<file path="config.mk">
export PLATFORM = sky130hd
export DESIGN_NAME = dbr_pc_seq
export DESIGN_NICKNAME = d
export VERILOG_FILES = /design/src/rtl/dbr_pkg.sv /design/src/rtl/dbr_target_calc.sv /design/src/rtl/dbr_branch_resolve.sv /design/src/rtl/dbr_pc_state.sv /design/src/rtl/dbr_pc_seq.sv
export SDC_FILE = /design/constraint.sdc
export NUM_CORES = 1
export LEC_CHECK = 0
export CORE_MARGIN = 8
export CORE_UTILIZATION = 30
export DETAILED_ROUTE_END_ITERATION = 6
export HOLD_SLACK_MARGIN = 0.03
export MAX_ROUTING_LAYER = met4
export PLACE_DENSITY = 0.6
export SLEW_MARGIN = 15
export SYNTH_ARGS = -nofsm -noshare
export SYNTH_HDL_FRONTEND = slang
export SYNTH_SLANG_ARGS = --single-unit
</file>
<file path="constraint.sdc">
create_clock -name clk -period 5.94 [get_ports clk]
set_clock_uncertainty 0.1 [all_clocks]
set_input_delay 1.188 -clock clk [delete_from_list [all_inputs] [get_ports clk]]
set_output_delay 1.188 -clock clk [all_outputs]
set_load 0.03 [all_outputs]
</file>
<file path="src/rtl/dbr_pkg.sv">
`timescale 1ns/1ps
// Package: shared branch-kind encoding and decode result for the
// delayed-branch PC sequencer. Assumes a 3-bit kind field from execute.
package dbr_pkg;

    typedef enum logic [2:0] {
        BK_DLY_ALWAYS = 3'd0,
        BK_NOW_ALWAYS = 3'd1,
        BK_NOW_IF_T   = 3'd2,
        BK_NOW_IF_F   = 3'd3,
        BK_DLY_IF_T   = 3'd4,
        BK_DLY_IF_F   = 3'd5,
        BK_RSV_6      = 3'd6,
        BK_RSV_7      = 3'd7
    } br_kind_e;

    typedef struct packed {
        logic is_branch;   // kind is a defined branch
        logic delayed;     // kind has a delay slot
        logic taken;       // condition satisfied
    } br_dec_t;

    // Decode a kind code against the status flag.
    function automatic br_dec_t decode_kind(input logic [2:0] code, input logic t);
        br_dec_t d;
        d = '0;
        case (br_kind_e'(code))
            BK_DLY_ALWAYS: begin d.is_branch = 1'b1; d.delayed = 1'b1; d.taken = 1'b1; end
            BK_NOW_ALWAYS: begin d.is_branch = 1'b1; d.delayed = 1'b0; d.taken = 1'b1; end
            BK_NOW_IF_T:   begin d.is_branch = 1'b1; d.delayed = 1'b0; d.taken = t;    end
            BK_NOW_IF_F:   begin d.is_branch = 1'b1; d.delayed = 1'b0; d.taken = ~t;   end
            BK_DLY_IF_T:   begin d.is_branch = 1'b1; d.delayed = 1'b1; d.taken = t;    end
            BK_DLY_IF_F:   begin d.is_branch = 1'b1; d.delayed = 1'b1; d.taken = ~t;   end
            default:       d = '0;
        endcase
        return d;
    endfunction

endpackage

</file>
<file path="src/rtl/dbr_target_calc.sv">
`timescale 1ns/1ps
// Module: dbr_target_calc
// Forms the branch target from either a PC-relative offset or a register
// value. Assumes the branch address is halfword aligned. A parameter
// selects whether register targets have bit 0 cleared.
module dbr_target_calc #(
    parameter int AW            = 32,
    parameter int OW            = 8,
    parameter bit CLEAR_REG_LSB = 1'b1
) (
    input  logic          use_reg,
    input  logic [AW-1:0] branch_pc,
    input  logic [OW-1:0] offset,
    input  logic [AW-1:0] reg_val,
    output logic [AW-1:0] target
);
    localparam int EXT = AW - OW - 1;
    localparam logic [AW-1:0] PIPE_AHEAD = AW'(4);

    logic [AW-1:0] rel_disp;
    logic [AW-1:0] rel_tgt;
    logic [AW-1:0] reg_tgt;

    // Sign-extend the offset and scale it to bytes.
    always_comb begin
        rel_disp = {{EXT{offset[OW-1]}}, offset, 1'b0};
    end

    // PC-relative target: branch address plus pipeline distance plus displacement.
    always_comb begin
        rel_tgt = branch_pc + PIPE_AHEAD + rel_disp;
    end

    generate
        if (CLEAR_REG_LSB) begin : g_reg_align
            // Force register targets onto an instruction boundary.
            always_comb reg_tgt = {reg_val[AW-1:1], 1'b0};
        end else begin : g_reg_raw
            // Pass register targets through untouched.
            always_comb reg_tgt = reg_val;
        end
    endgenerate

    // Pick the target source.
    always_comb begin
        target = use_reg ? reg_tgt : rel_tgt;
    end
endmodule

</file>
<file path="src/rtl/dbr_branch_resolve.sv">
`timescale 1ns/1ps
// Module: dbr_branch_resolve
// Decides what an incoming request does this cycle: start a delayed
// redirect, redirect at once, or be refused because a slot is pending.
// Stall is applied by the state module. This module only classifies.
module dbr_branch_resolve
    import dbr_pkg::*;
(
    input  logic       req_valid,
    input  logic [2:0] req_kind,
    input  logic       flag_t,
    input  logic       slot_pending,
    output logic       take_delayed,
    output logic       take_now,
    output logic       slot_violation
);
    br_dec_t dec;

    // Decode the kind against the flag.
    always_comb begin
        dec = decode_kind(req_kind, flag_t);
    end

    // Classify the request. Any request in a slot is a violation.
    always_comb begin
        slot_violation = req_valid & slot_pending;
        take_delayed   = req_valid & ~slot_pending & dec.is_branch & dec.taken &  dec.delayed;
        take_now       = req_valid & ~slot_pending & dec.is_branch & dec.taken & ~dec.delayed;
    end
endmodule

</file>
<file path="src/rtl/dbr_pc_state.sv">
`timescale 1ns/1ps
// Module: dbr_pc_state
// Holds the fetch address, the latched delayed target, the slot-pending
// flag and the one-cycle flush / error pulses. Assumes the classification
// inputs are already qualified against the pending slot.
module dbr_pc_state #(
    parameter int              AW       = 32,
    parameter logic [AW-1:0]   RESET_PC = '0
) (
    input  logic          clk,
    input  logic          rst_n,
    input  logic          stall,
    input  logic          take_delayed,
    input  logic          take_now,
    input  logic          slot_violation,
    input  logic [AW-1:0] new_target,
    output logic [AW-1:0] pc,
    output logic          slot_pending,
    output logic          flush_pulse,
    output logic          err_pulse
);
    localparam logic [AW-1:0] INSN_BYTES = AW'(2);

    logic [AW-1:0] pc_q;
    logic [AW-1:0] tgt_q;
    logic          slot_q;
    logic          flush_q;
    logic          err_q;

    // Sequencing registers: reset, freeze on stall, otherwise step or redirect.
    always_ff @(posedge clk) begin
        if (!rst_n) begin
            pc_q    <= RESET_PC;
            tgt_q   <= '0;
            slot_q  <= 1'b0;
            flush_q <= 1'b0;
            err_q   <= 1'b0;
        end else if (stall) begin
            flush_q <= 1'b0;
            err_q   <= 1'b0;
        end else begin
            flush_q <= take_now;
            err_q   <= slot_violation;
            if (slot_q) begin
                pc_q   <= tgt_q;
                slot_q <= 1'b0;
            end else if (take_now) begin
                pc_q <= new_target;
            end else begin
                pc_q <= pc_q + INSN_BYTES;
                if (take_delayed) begin
                    tgt_q  <= new_target;
                    slot_q <= 1'b1;
                end
            end
        end
    end

    // Drive outputs from the registers.
    always_comb begin
        pc           = pc_q;
        slot_pending = slot_q;
        flush_pulse  = flush_q;
        err_pulse    = err_q;
    end
endmodule

</file>
<file path="src/rtl/dbr_pc_seq.sv">
`timescale 1ns/1ps
// Module: dbr_pc_seq (top)
// Program-counter sequencer with delayed, immediate and flag-conditional
// branches. Assumes one request at most per cycle from execute and
// halfword-aligned branch addresses.
module dbr_pc_seq #(
    parameter int            AW            = 32,
    parameter int            OW            = 8,
    parameter logic [AW-1:0] RESET_PC      = 32'h0000_1000,
    parameter bit            CLEAR_REG_LSB = 1'b1
) (
    input  logic          clk,
    input  logic          rst_n,
    input  logic          stall,
    input  logic          br_valid,
    input  logic [2:0]    br_kind,
    input  logic          br_use_reg,
    input  logic [AW-1:0] br_pc,
    input  logic [OW-1:0] br_offset,
    input  logic [AW-1:0] br_reg_val,
    input  logic          t_flag,
    output logic [AW-1:0] fetch_pc,
    output logic          flush,
    output logic          slot_active,
    output logic          slot_err
);
    logic [AW-1:0] tgt_w;
    logic          take_dly_w;
    logic          take_now_w;
    logic          viol_w;
    logic          slot_w;

    dbr_target_calc #(.AW(AW), .OW(OW), .CLEAR_REG_LSB(CLEAR_REG_LSB)) u_tgt (
        .use_reg   (br_use_reg),
        .branch_pc (br_pc),
        .offset    (br_offset),
        .reg_val   (br_reg_val),
        .target    (tgt_w)
    );

    dbr_branch_resolve u_res (
        .req_valid      (br_valid),
        .req_kind       (br_kind),
        .flag_t         (t_flag),
        .slot_pending   (slot_w),
        .take_delayed   (take_dly_w),
        .take_now       (take_now_w),
        .slot_violation (viol_w)
    );

    dbr_pc_state #(.AW(AW), .RESET_PC(RESET_PC)) u_st (
        .clk            (clk),
        .rst_n          (rst_n),
        .stall          (stall),
        .take_delayed   (take_dly_w),
        .take_now       (take_now_w),
        .slot_violation (viol_w),
        .new_target     (tgt_w),
        .pc             (fetch_pc),
        .slot_pending   (slot_w),
        .flush_pulse    (flush),
        .err_pulse      (slot_err)
    );

    // Expose the slot state.
    always_comb slot_active = slot_w;
endmodule

</file>
* After elaboration in Yosys (flattened, before gate mapping)
Index checks and enable logic that the tools add are counted. W data, S select, Z words.
Cells by class: muxes and demuxes 7, order comparisons 0, bitwise gates (word level) 12, div/mod/pow operators 0, eq/ne operators 5, shift operators 0, add/subtract/negate cells 3, $mul 0, reduce and logical (&&, ||, !) cells 3
Operators with widths (number):
- $mux W32 | 3
- $add A32 B2 Y32 const B | 1
- $add A32 B3 Y32 const B | 1
- $add A32 B32 Y32 | 1
- $pmux W3 S6 | 1
- $and A1 B1 Y1 | 6
- $eq A3 B2 Y1 const B | 2
- $eq A3 B3 Y1 const B | 2
- $not A1 Y1 | 6
- $reduce_and A4 Y1 | 1
- $eq A3 B1 Y1 const B | 1
- $logic_not A3 Y1 | 1
- $mux W1 | 3
- $reduce_or A2 Y1 | 1
Storage, ports and cells: memory bits (read-only) 0, latch bits 0, input port bits 81, memories 0, register bits after elaboration 67, RAM bits 0, word-level logic and storage cells 35

* Depth between registers and ports, before layout
Gate-level depths: netlist (run 1).
depth after elaboration 8, gate-level depth with buffers 13, depth with buffers taken out 13

* Cells and area by module
From an unflattened synthesis (run 1), not the netlist that was laid out.
Second synthesis, totals: cell total of the unflattened synthesis 831, area total of the unflattened synthesis 6113.4 um2
By module, submodules not included:
- dbr_pc_state | instances 1, area each 3756.1 um2, cells an instance 495
- dbr_target_calc | instances 1, area each 2293.4 um2, cells an instance 329
- dbr_branch_resolve | instances 1, area each 63.8 um2, cells an instance 7

* Least setup slack after synthesis (run 1)
No wires, ideal clock.
path kind in2reg, from in br_pc[2], to reg u_st.pc_q[28], in the netlist u_st.pc[28], cell stages on the path 13, buffers on the path 0, setup slack 2196 ps, arrival 3530 ps, data required time 5726 ps, path through inv_1 ha_1 inv_1 ha_1 fa_1 a211oi_1 o211ai_1 a21oi_1 nor4_1 a211oi_1 xor2_1 a221oi_1 a21o_1
Between the ends: longest elaborated chain between the ends 5
RTL lines:
- from (decl) | line dbr_pc_seq.sv:18 | input logic [AW-1:0] br_pc,
- $add A32 B3 Y32 | line dbr_target_calc.sv:31 | rel_tgt = branch_pc + PIPE_AHEAD + rel_disp;
- $add A32 B32 Y32 | line dbr_target_calc.sv:31
- $mux W32 | line dbr_target_calc.sv:46 | target = use_reg ? reg_tgt : rel_tgt;
- $mux W32 | line dbr_pc_state.sv:47 | end else if (take_now) begin
- $mux W32 | line dbr_pc_state.sv:44 | if (slot_q) begin
- to (signal assigned) | line dbr_pc_state.sv:45 | pc_q <= tgt_q;
- to (signal assigned) | line dbr_pc_state.sv:48 | pc_q <= new_target;
- to (signal assigned) | line dbr_pc_state.sv:50 | pc_q <= pc_q + INSN_BYTES;
- to (decl) | line dbr_pc_state.sv:24 | logic [AW-1:0] pc_q;
No other way between the ends. A chain may end at the register's enable or synchronous reset.

* Worst setup path in the final report (run 1)
from in br_offset[7], to reg u_st.pc_q[28], in the netlist u_st.pc[28]
Between the ends: longest elaborated chain between the ends 4
RTL lines:
- from (decl) | line dbr_pc_seq.sv:19 | input logic [OW-1:0] br_offset,
- $add A32 B32 Y32 | line dbr_target_calc.sv:31
- $mux W32 | line dbr_target_calc.sv:46
- $mux W32 | line dbr_pc_state.sv:47
- $mux W32 | line dbr_pc_state.sv:44
No other way between the ends.

==> metrics.md, run 1 <==
| Metric | Value |
|---|---|
| Critical path arrival | 4790 ps |
| Cts hold-fix bufs | 0 |
| Crit path max fanout | 19 |
| Synth Instances | 747 |
| Total of max-cap violations | 0 |
| Avg Synthesized Cell Area | 7.69 µm² |
| Worst EP required | between 6000 and 7000 ps |
| Crit path time final | 4660 ps |
| Setup ws final | roughly 1300 ps |
| Number of flops mapped to enable cells by yosys | 0 |
| Vias in the first global route | ~5600 |
| Non-Filler Instances | 1073 |
| Synth unique cells | 69 |
| Post-synthesis compound-gate area fraction | 31.1% |
| Period Utilization, post-route | between 70% and 80% |
| Share of layout cells above drive strength 1 | between 4 and 5% |
| Routed Antenna Nets | 0 |
| Drt total wl | 18400 µm |
| Dpl hpwl | 14100 µm |
| WL per Instance | 17.1 µm |
| Post-Syn Area | around 5700 µm² |
| Fillers | 1966 |
| Power Dens Cells | between 200 and 250 nW/µm² |
| CORE AREA | 18800 µm² |
| Primary FF master, synth | dfxtp_1 |
| Hold Path Class | register to register |
| Final Hold Vio Count | 0 |
| Area overhead of the layout relative to synthesis | 27.6% |
| DRC violations left | 0 |
| Nets | 980 |
| Sequential share of the synthesized area | 23.3% |
| Mapped Nets | just under 900 |
| Endpoint class of the critical path | register |
| Area of the multi-input gates | 4160 µm² |
| Via/cell ratio | 5.44 |
| H-tree Lvls | 3 |
| Grt ovf | 0 |
| Die width | 154 µm |
| Max-slew violations | 0 |
| Worst-path clk slew | 50 ps |
| Adder-cell area share of the yosys netlist | 13.4% |
| All-layer global routing usage | 15.7% |
| Final setup violating endpoints | 0 |
| FMAX | 215 MHz |
| First-pass GRT wire length | 29600 µm |
| Max clock buf depth | 2 |
| Pin count of the biggest net entering global routing | 46 |
| Postcts setup bufs | 0 |
| Leading area contributor after synthesis | dfxtp_1 |
| Mux share of post-synthesis cell area | 1.04% |
| Top cells by area, synth | dfxtp_1, ha_1, a21oi_1 |
| Final instance area | 7340 µm² |
| Sequential cell area | around 1300 µm² |
| Setup TNS | 0 ps |
| Reg2Reg Depth | 7 |
| TritonCTS clock tree | done |
| Status | finished clean |
| Root buf cell | clkbuf_16 |
| Yosys warning total | 0 |
| Synth async-reset ratio | 0% |
| Unrepaired setup endpoints after global routing | no |
| Top-area cell type share of the netlist area | 23.3% |
| IO Port Bufs | 114 |
| Placed Instances | 1061 |
| Final Wtd Congestion | 0.872 |
| Iteration-0 DRC Markers | 468 |
| Initial Util | 30.6% |
| IO Pins | 116 |
| CP Class | primary input to register |
| CP startpoint kind | primary input |
| Worst skew pair latency | roughly 330 ps |
| Die footprint | approximately 24000 µm² |
| Synth Area in Simple Gates | 19.3% |
| Num CTS Buffers | 9 |
| Placement Cell Area | ~7100 µm² |
| Worst Tran Pin Value | ~1100 ps |
| Largest family of logic cells by synthesized area | compound AO/OA/AOI/OAI gates |
| Router iterations before antenna repair | 5 |
| Vias | 5833 |
| Hold Path Stages | 2 |
| Post-Synth XOR/XNOR Area | 7.47% |
| Die Y | 154 µm |
| Clock sink total | 67 |
| Number of placement rows | 50 |
| Slew headroom | 28.7% |
| Post_cts resized | 0 |
| Max IR drop VDD | roughly 0.00014 V |
| Initial antenna violation count | 1 |
| P_leak | about 0.0029 µW |
| Synth Register Bits | 67 |
| Worst slack, placed | slightly below 1000 ps |
[metal layers]
layer / track usage, % / wire length [µm]
met5: - / 0
met1: 21.0 / 9210
met2: 24.1 / 8060
met4: 4.53 / 278
met3: 2.54 / 819
[registers in the layout (all words and copies together), names as in the netlist]
register           flops
u_st.pc               32
u_st.tgt_q            32
u_st.err_pulse         1
u_st.flush_pulse       1
u_st.slot_pending      1
[Yosys cell counts (3+ instances only)]
| library cell | number |
|---|---|
| a211o_1 | 3 |
| a211oi_1 | 24 |
| a21o_1 | 23 |
| a21oi_1 | 64 |
| a221o_1 | 4 |
| a221oi_1 | 11 |
| a22o_1 | 3 |
| a31oi_1 | 10 |
| and2_1 | 6 |
| and3_1 | 9 |
| and4_1 | 4 |
| clkbuf_1 | 38 |
| dfxtp_1 | 67 |
| ha_1 | 60 |
| inv_1 | 18 |
| mux2i_1 | 6 |
| nand2_1 | 84 |
| nand2b_1 | 4 |
| nand3_1 | 25 |
| nand4_1 | 12 |
| nor2_1 | 50 |
| nor2b_1 | 4 |
| nor3_1 | 11 |
| o211ai_1 | 10 |
| o21a_1 | 9 |
| o21ai_0 | 60 |
| o21ai_1 | 7 |
| o21bai_1 | 7 |
| o221ai_1 | 8 |
| xnor2_1 | 28 |
| xor2_1 | 21 |
[cells in the final DEF (no fill, tap or decap), types with 3 or more instances in the layout]
master             n
a211oi_1          24
nand4_1           12
nor2b_1            4
a221oi_1          11
a211o_1            3
o21ai_1            7
o21bai_1           7
clkdlybuf4s50_1  114
o21a_1             9
buf_4             10
nand2b_1           4
nor2_1            50
ha_1              60
a22o_1             3
nor3_1            10
mux2i_1            6
inv_1             18
and2_1             6
nand3_1           25
o221ai_1           8
o21ai_0           60
a21o_1            23
a31oi_1           10
and4_1             4
xor2_1            21
o211ai_1          10
clkbuf_16          9
nand2_1           84
a21oi_1           64
and3_1             9
a221o_1            4
nor3_2             3
dfxtp_1           67
xnor2_1           28
[final cells by class]
cell class	count	share of cell area [%]
flip-flops and latches	67	18.3
clock inverters	1	0.0682
well taps	234	3.99
clock buffers	10	3.26
diodes	1	0.0341
repair buffers	124	16.6
inverters	21	1.07
multi-input cells	615	56.7
[per-stage QoR]
stage               hold WS [ps]  total power [µW]  utilization, %
global route                 391              1570            39.1
finish                       356              1480            39.1
global placement             344              1020            37.8
detailed placement           349              1020            37.8
floorplan                    336               844               -
CTS                          356              1490            39.1
[cells by family after synthesis]
| family | Yosys count |
|---|---|
| buffers and inverters | 65 |
| AND/OR/NAND/NOR | 228 |
| XOR/XNOR | 49 |
| flip-flops | 67 |
| adder cells (fa/ha/maj) | 61 |
| AO/OA/AOI/OAI | 271 |
| multiplexers | 6 |
[path summary, 6_finish.rpt]
check	startpoint	endpoint	slack (ps)
setup / recovery	br_offset[7]	u_st.pc[28]	1280
hold / removal	u_st.tgt_q[4]	u_st.tgt_q[4]	360
setup reg to reg	u_st.slot_pending	u_st.tgt_q[1]	3080
hold reg to reg	u_st.tgt_q[4]	u_st.tgt_q[4]	360
[critical path, stage by stage]
cell and delay (ps):
clkdlybuf4s50_1 940, ha_1 370, ha_1 410, a21oi_1 220
o21a_1 230, o21ai_0 160, a221o_1 340, a211oi_1 260
xor2_1 350, a221oi_1 130, a21o_1 190
[power breakdown]
part | switching, µW | total (µW) | internal [µW]
Clock | 183 | 464 | 281
Sequential | 25.6 | 498 | 472
Combinational | 298 | 523 | 225
Power figures use the tool's default switching activity.
==> run 2, diff against run 1 <==
==> constraint.sdc (replaced) <==
create_clock -name clk -period 4.9 [get_ports clk]
set_clock_uncertainty 0.1 [all_clocks]
set_input_delay 0.98 -clock clk [delete_from_list [all_inputs] [get_ports clk]]
set_output_delay 0.98 -clock clk [all_outputs]
set_load 0.03 [all_outputs]
==> metrics.md, run 2 (synthesis gave the netlist of run 1 again) <==
| Metric | Value |
|---|---|
| CP max stage cell | clkdlybuf4s50_1 |
| Max clock buf depth | 2 (unchanged) |
| Cts hold-fix bufs | 0 (unchanged) |
| Die Y | 154 µm (unchanged) |
| Combinational cell fraction of total power | 33.5% (-1.7 points) |
| Crit path max fanout | 4 (-15) |
| Iteration-0 DRC Markers | 391 (-16%) |
| Nets | 980 (unchanged) |
| WL per Instance | 17.1 µm (+0.15%) |
| P_leak | 0.00288 µW (+0.81%) |
| Post_cts resized | 0 (unchanged) |
| Final Hold Vio Count | 0 (unchanged) |
| Worst EP required | 5020 ps (-1050 ps) |
| Most frequent cells in the layout | clkdlybuf4s50_1, nand2_1, dfxtp_1 |
| Vias | 5793 (-0.69%) |
| R2r setup slk | 1910 ps (-1170 ps) |
| Routed Antenna Nets | 0 (unchanged) |
| Share of layout cells above drive strength 1 | 5.11% (+0.21 points) |
| Crit path max-delay family | compound AO/OA/AOI/OAI gates |
| Setup ws final | 720 ps (-560 ps) |
| Area overhead of the layout relative to synthesis | 28.5% |
| Total of max-cap violations | 0 (unchanged) |
| Clk pwr share | 34.5% (+3.3 points) |
| CORE AREA | 18800 µm² (unchanged) |
| Postcts setup bufs | 0 (unchanged) |
| Power Dens Cells | 255 nW/µm² (+26%) |
| TritonCTS clock tree | done |
| Dpl hpwl | 14300 µm (+1.7%) |
| Max IR drop VDD | 0.000162 V (+18%) |
| HP Start | u_st.tgt_q[4] |
| RR Endpoint | u_st.pc[31] |
| IO Port Bufs | 114 (unchanged) |
| Ant. Diodes | 0 (-1) |
| Router iterations before antenna repair | 5 (unchanged) |
| Buf+Inv Stages, Crit Path | 3 (+2) |
| Final Wtd Congestion | 0.869 (-0.30%) |
| Worst-path clk slew | 50 ps (about the same) |
| Pin count of the biggest net entering global routing | 46 (unchanged) |
| Period Utilization, post-route | 85.3% |
| Die footprint | 23800 µm² (unchanged) |
| Root buf cell | clkbuf_16 |
| Worst slack, placed | 406 ps (-568 ps) |
| Via/cell ratio | 5.38 (-0.96%) |
| IO Pins | 116 (unchanged) |
| Hold Path Stages | 2 (unchanged) |
| Net switching fraction of the power | 33.1% (-1.1 points) |
| All-layer global routing usage | 15.9% (+0.11 points) |
| CP startpoint kind | primary input |
| Slew headroom | 39.0% (+10 points) |
| R2R Path Start | u_st.slot_pending |
| Num CTS Buffers | 9 (unchanged) |
| FMAX | 239 MHz |
| Placement Cell Area | 7090 µm² (unchanged) |
| Hold endpoint | u_st.tgt_q[4] |
| Die width | 154 µm (unchanged) |
| Unrepaired setup endpoints after global routing | no |
| Commonest non-fill, non-tap cell in the layout | clkdlybuf4s50_1 |
| Max-slew violations | 0 (unchanged) |
| Switch Pwr | 624 µW (+23%) |
| Initial Util | 30.6% (unchanged) |
| Crit-path cells | clkdlybuf4s50_1 -> inv_1 -> ha_1 -> inv_1 -> ha_1 -> fa_1 -> a211oi_1 -> o211ai_1 -> a21oi_1 -> nor4_1 -> a211oi_1 -> xor2_1 -> a221oi_1 -> a21o_1 |
| Hold Path Class | register to register |
| Initial antenna violation count | 0 (-1) |
| Clock sink total | 67 (unchanged) |
| Critical path arrival | 4300 ps (-490 ps) |
| DRC violations left | 0 (unchanged) |
| Grt ovf | 0 (unchanged) |
| Endpoint class of the critical path | register |
| First-pass GRT wire length | 30000 µm (+1.2%) |
| Reg2Reg Depth | 8 (+1) |
| Final setup violating endpoints | 0 (unchanged) |
| Seq pwr share | 32.0% (-1.5 points) |
| CP Class | primary input to register |
| Number of placement rows | 50 (unchanged) |
| Setup TNS | 0 ps (unchanged) |
| P_int | 1260 µW (+29%) |
| Crit path time final | ~4200 ps |
| Vias in the first global route | 5645 (+0.66%) |
| Drt total wl | 18500 µm (+0.43%) |
| Worst skew pair latency | 330 ps (about the same) |
| Worst Tran Pin Value | 915 ps (-155 ps) |
| CP peak stage delay | 450 ps (-490 ps) |
| Status | finished clean |
| Final instance area | 7380 µm² (+0.67%) |
| Final Hold Slack | 353 ps (-2.92 ps) |
| H-tree Lvls | 3 (unchanged) |
-- run 2: how the worst max path moves through the flow --
stage	from	endpoint	slack, ps	cells after the start
2_1_floorplan	br_pc[2]	u_st.pc[28]	1360	13
4_1_cts	br_pc[2]	u_st.pc[24]	730	14
3_5_place_dp	br_pc[2]	u_st.tgt_q[24]	410	14
6_report	br_pc[2]	u_st.pc[28]	720	14
5_1_grt	br_pc[2]	u_st.tgt_q[28]	430	14
3_3_place_gp	br_offset[1]	u_st.pc[28]	400	14
-- run 2: cell type report --
cell class	instances	area [µm²]
clock buffers	13	260
clock inverters	2	35.0
fillers	1964	11400
inverters	21	78.8
multi-input cells	615	4160
flip-flops and latches	67	1340
well taps	234	293
repair buffers	124	1220
-- run 2: power by group through the flow --
stage          clock network, µW  logic [µW]  registers [µW]
6_report                     650         632             604
4_1_cts                      654         632             604
3_5_place_dp                   0         626             616
3_3_place_gp                   0         626             615
5_1_grt                      678         699             609
2_1_floorplan                  0         385             638
-- run 2: per-stage QoR --
stage,utilization [%],std cells,total power (µW)
after floorplan,-,747,1020
after detailed placement,37.8,1061,1240
after CTS,39.3,1076,1890
after global routing,39.3,1076,1990
final,39.3,1076,1890
after global placement,37.8,1061,1240
-- run 2: worst min-delay path, delay by kind of cell (launching register included) --
kind               cells  cell delay, ps
and+or+nand+nor        1              50
DFF                    1             310
AOI/OAI and AO/OA      1              50
-- run 2: metal layers --
layer	up-vias	part of all wire (%)	track usage, %
li1	2972	-	-
met1	2642	51	21.6
met2	161	43	23.8
met3	18	4.5	1.84
met4	0	1.6	5.65
met5	-	0	-
==> run 3, diff against run 2 <==
--- a/config.mk
+++ b/config.mk
@@ -5,6 +5,7 @@
 export SDC_FILE = /design/constraint.sdc
 export NUM_CORES = 1
 export LEC_CHECK = 0
+export ABC_CLOCK_PERIOD_IN_PS = 4900
 export CORE_MARGIN = 8
 export CORE_UTILIZATION = 30
 export DETAILED_ROUTE_END_ITERATION = 6
==> results of run 3 <==
The final DEF is identical to that of run 2; final timing and power are the same.
